### src/rtl/spc_pkg.sv
`timescale 1ns/1ps
package spc_pkg;

  typedef enum logic [1:0] {
    ACC_READ  = 2'd0,
    ACC_WRITE = 2'd1,
    ACC_FETCH = 2'd2,
    ACC_RSVD  = 2'd3
  } acc_kind_e;

  typedef enum logic [1:0] {
    REG_OUT  = 2'd0,
    REG_UNI  = 2'd1,
    REG_LOW  = 2'd2,
    REG_HIGH = 2'd3
  } region_e;

  localparam int TRIPLE_W = 3;
  localparam int BIT_W    = 0;
  localparam int BIT_R    = 1;
  localparam int BIT_X    = 2;

  function automatic logic kind_permitted(logic [TRIPLE_W-1:0] perm, acc_kind_e kind);
    logic ok;
    case (kind)
      ACC_READ:  ok = perm[BIT_R];
      ACC_WRITE: ok = perm[BIT_W];
      ACC_FETCH: ok = perm[BIT_X];
      default:   ok = 1'b0;
    endcase
    return ok;
  endfunction

endpackage

### src/rtl/spc_region_decode.sv
`timescale 1ns/1ps
module spc_region_decode
  import spc_pkg::*;
#(
  parameter int ADDR_W   = 24,
  parameter int WIN_BASE = 32'h0008_0000,
  parameter int UNI_LOG2 = 16,
  parameter int NUM_UNI  = 4,
  parameter int BOUND_W  = 17,
  parameter bit HAS_UNI  = 1'b1,
  parameter int IDX_W    = 2
) (
  input  logic              clk,
  input  logic              rst_n,
  input  logic [ADDR_W-1:0] addr,
  input  logic [BOUND_W-1:0] bound,
  output region_e           region,
  output logic [IDX_W-1:0]  blk_idx
);

  localparam int UNI_SPAN   = HAS_UNI ? (NUM_UNI << UNI_LOG2) : 0;
  localparam int SPLIT_SPAN = 1 << (BOUND_W + 2);
  localparam logic [ADDR_W:0] WIN_BASE_E   = (ADDR_W+1)'(WIN_BASE);
  localparam logic [ADDR_W:0] SPLIT_BASE_E = WIN_BASE_E + (ADDR_W+1)'(UNI_SPAN);
  localparam logic [ADDR_W:0] WIN_END_E    = SPLIT_BASE_E + (ADDR_W+1)'(SPLIT_SPAN);

  logic [ADDR_W:0]  a_ext;
  logic [ADDR_W:0]  uni_off;
  logic [ADDR_W:0]  spl_off;
  logic [BOUND_W-1:0] word_off;

  always_comb begin
    a_ext    = {1'b0, addr};
    uni_off  = a_ext - WIN_BASE_E;
    spl_off  = a_ext - SPLIT_BASE_E;
    blk_idx  = IDX_W'(uni_off >> UNI_LOG2);
    word_off = BOUND_W'(spl_off >> 2);
    if (a_ext < WIN_BASE_E || a_ext >= WIN_END_E)
      region = REG_OUT;
    else if (a_ext < SPLIT_BASE_E)
      region = REG_UNI;
    else if (word_off < bound)
      region = REG_LOW;
    else
      region = REG_HIGH;
  end

  // A zero boundary leaves no low range at all.
  assert_zero_bound_no_low_R5: assert property (@(posedge clk) disable iff (!rst_n)
    (bound == '0) |-> (region != REG_LOW));

endmodule

### config.mk
export PLATFORM = sky130hd
export DESIGN_NAME = spc_region_decode
export DESIGN_NICKNAME = d
export VERILOG_FILES = /design/src/rtl/spc_pkg.sv /design/src/rtl/spc_region_decode.sv
export SDC_FILE = /design/constraint.sdc
export NUM_CORES = 1
export LEC_CHECK = 0
export ABC_AREA = 1
export BUFFER_PORTS_ARGS = -buffer_cell sky130_fd_sc_hd__buf_2
export CAP_MARGIN = 20
export CORE_AREA = 2 2 42 44
export DETAILED_ROUTE_END_ITERATION = 6
export DIE_AREA = 0 0 44 46
export GPL_TIMING_DRIVEN = 0
export PLACE_DENSITY_LB_ADDON = 0.2
export SLEW_MARGIN = 15
export SYNTH_ARGS = -nofsm -noshare
export SYNTH_HDL_FRONTEND = slang
export SYNTH_SLANG_ARGS = --single-unit
export TNS_END_PERCENT = 5
### constraint.sdc
create_clock -name vclk -period 1.3
set_input_delay 0.26 -clock vclk [all_inputs]
set_output_delay 0.26 -clock vclk [all_outputs]
set_load 0.01 [all_outputs]
==> flow_summary_export.csv <==
group,metric,value,unit
setup_path,cp_data_required_time,1.04,ns
sta,worst_slew_pin_slew,0.241,ns
grt,antenna_found_initial,0,
outcome,violations,"negative setup slack",
drt,wl,1370,microns
cells_and_area,final_cell_mix,"26 x buf_2, 22 x nand2_1, 16 x ha_4, 14 x buf_6, 11 x inv_1",
cells_and_area,antenna_cells,0,
synthesis,post-synth-top-area-fraction,37.8,%
job,drv_cap,0,
grt,grt_pass1_wl,2120,microns
drt,firstDrtPassIters,4,
outcome,status,"finished, violations left",
cts,hold_buffers,0,
sta,setup_slack,-0.266,ns
setup_path,slowest_stage,"ha_4",
cells_and_area,n_clock_buffer,0,
floorplanning,pin_count,47,
cells_and_area,fin_area,1160,sq um
floorplanning,die_x,44,microns
floorplanning,rows,15,
setup_path,worstSetupStartpointType,"input pin",
drt,met2_length,836,microns
synthesis,synth_area_per_cell,5.51,sq um
drt,drtIter0Drc,7,
synthesis,synthTopCellsByArea,"ha_1 38%, nand2_1 20%, inv_1 19%",
cells_and_area,nNetsFinal,200,
setup_path,cp_common_cell,"nand2_1",
setup_path,crit_arrival,1.31,ns
setup_path,crit_type,"in2out",
setup_path,crit_path_max_incr_delay,0.27,ns
synthesis,yosysWarnings,0,
drt,dr.max_layer_used,"met3",
drt,ant_nets,0,
sta,finalCritPeriodShare,120,%
floorplanning,initial_core_util,32.8,%
setup_path,worstPathCellList,"buf_4 -> ha_4 -> nand2_2 -> nor2_4 -> nand2_1 -> inv_1 -> nand2_1 -> nand3_1 -> nor2_1 -> nor2_2 -> buf_2",
sta,relSlewSlack,83.9,%
setup_path,crit_fanout,2,
min_path,holdCritStartpoint,"addr[17]",
power_and_ir_drop,power_density,308,nW/um^2
drt,wl_per_cell,8.78,microns
grt,grt-ovfl-total,0,
drt,vias_per_cell,4.42,
cells_and_area,layout_commonest_cell,"buf_2",
placed_design,io_buffers,43,
floorplanning,core,1610,sq um
synthesis,synth_top_area_cell,"ha_1",
grt,grt_pass1_vias,618,
power_and_ir_drop,max-vdd-ir-drop,0.164,mV
min_path,hold_class,"in2out",
synthesis,syn-num-nets,155,
setup_path,cp-startpoint,"addr[16]",
drt,wl_met1,458,microns
floorplanning,chipHeight,46,microns
synthesis,synth_cell_types,12,
drt,drcViolationCount,0,
grt,grt_start_max_net_pins,4,
cts,post_cts_buffers,0,
sta,rsz0062_at_grt,"yes",
placed_design,hpwl,1130,microns
power_and_ir_drop,power_leakage,0.584,nW
placed_design,place.gp.congestion,0.649,
synthesis,syn-cell-area,529,sq um
cells_and_area,syn_to_final_growth,118,%
sta,fmax,639,MHz
cells_and_area,seq_cells,0,
synthesis,syn_inst,96,
grt,track_usage,12.8,%
floorplanning,dieArea,2020,sq um
drt,via_count,690,
power_and_ir_drop,total_power,0.357,mW
setup_path,end_kind,"output pin",
sta,finalSetupViolCount,1,
synthesis,synth-seq-area-share,0,%
sta,hold_viol,0,
placed_design,dpl_cell_area,973,sq um
cells_and_area,nFillCells,138,
cells_and_area,seq_area,0,sq um
cells_and_area,drive_above_1_share,64.7,%
sta,period_minus_slack,1.57,ns
drt,dr_wl_met3,75,microns
sta,drv_slew,0,
cell type report:
class | count | area, sq um | area share [%]
timing repair buffer | 43 | 310 | 26.8
inverter | 27 | 144 | 12.4
buffer | 2 | 15.0 | 1.30
multi-input combinational | 67 | 666 | 57.6
tap | 17 | 21.3 | 1.84
per-layer routing:
layer	GRT usage, %	vias up
met5	0	-
met4	0	0
met3	0	0
met2	28.5	19
met1	14.0	296
li1	-	375
worst max-delay path, delay by kind of cell:
kind / cells / cell delay, ns
and+or+nand+nor: 7 / 0.47
buffers and inverters: 3 / 0.30
adders and majority gates: 1 / 0.27
timing repair:
item	in CTS	in global routing
endpoints found under the setup margin	1	2
resized for setup	19	16
endpoints found under the hold margin	0	0
pin swaps	15	6
final timing paths:
check | endpoint | slack (ns) | cells after the start
worst max-delay path | region[0] | -0.27 | 11
worst min-delay path | blk_idx[1] | 0.80 | 3
kinds of logic after synthesis:
logic type	after synthesis	share of synthesized area (%)
adder cells (fa/ha/maj)	16	37.8
AO/OA/AOI/OAI	9	9.22
AND/OR/NAND/NOR	42	31.0
buffers and inverters	29	22.0
report_power, final:
group	leakage (nW)	internal [mW]	total, mW	switching [mW]
sequential	0	0	0	0
combinational	0.584	0.197	0.357	0.160
clock	0	0	0	0
cells in the mapped netlist, drive strengths merged:
cell    count
a21oi       6
nand3       2
o211ai      1
buf         2
a31oi       1
o21ai       1
nand2      28
ha         16
nor3        1
nor2       11
inv        27
metrics by stage:
stage / setup slack (ns) / util (%) / hold slack (ns) / TNS, ns / std cells
after CTS: -0.246 / 67.6 / 0.802 / -0.246 / 156
after global routing: -0.341 / 71.6 / 0.808 / -0.356 / 156
final: -0.266 / 71.6 / 0.798 / -0.266 / 156
after detailed placement: -0.356 / 60.3 / 0.840 / -0.356 / 156
after global placement: -0.345 / 60.3 / 0.833 / -0.345 / 156
after floorplan: -0.0290 / - / 0.612 / -0.0290 / 96
(Power assumes the default switching activity.)
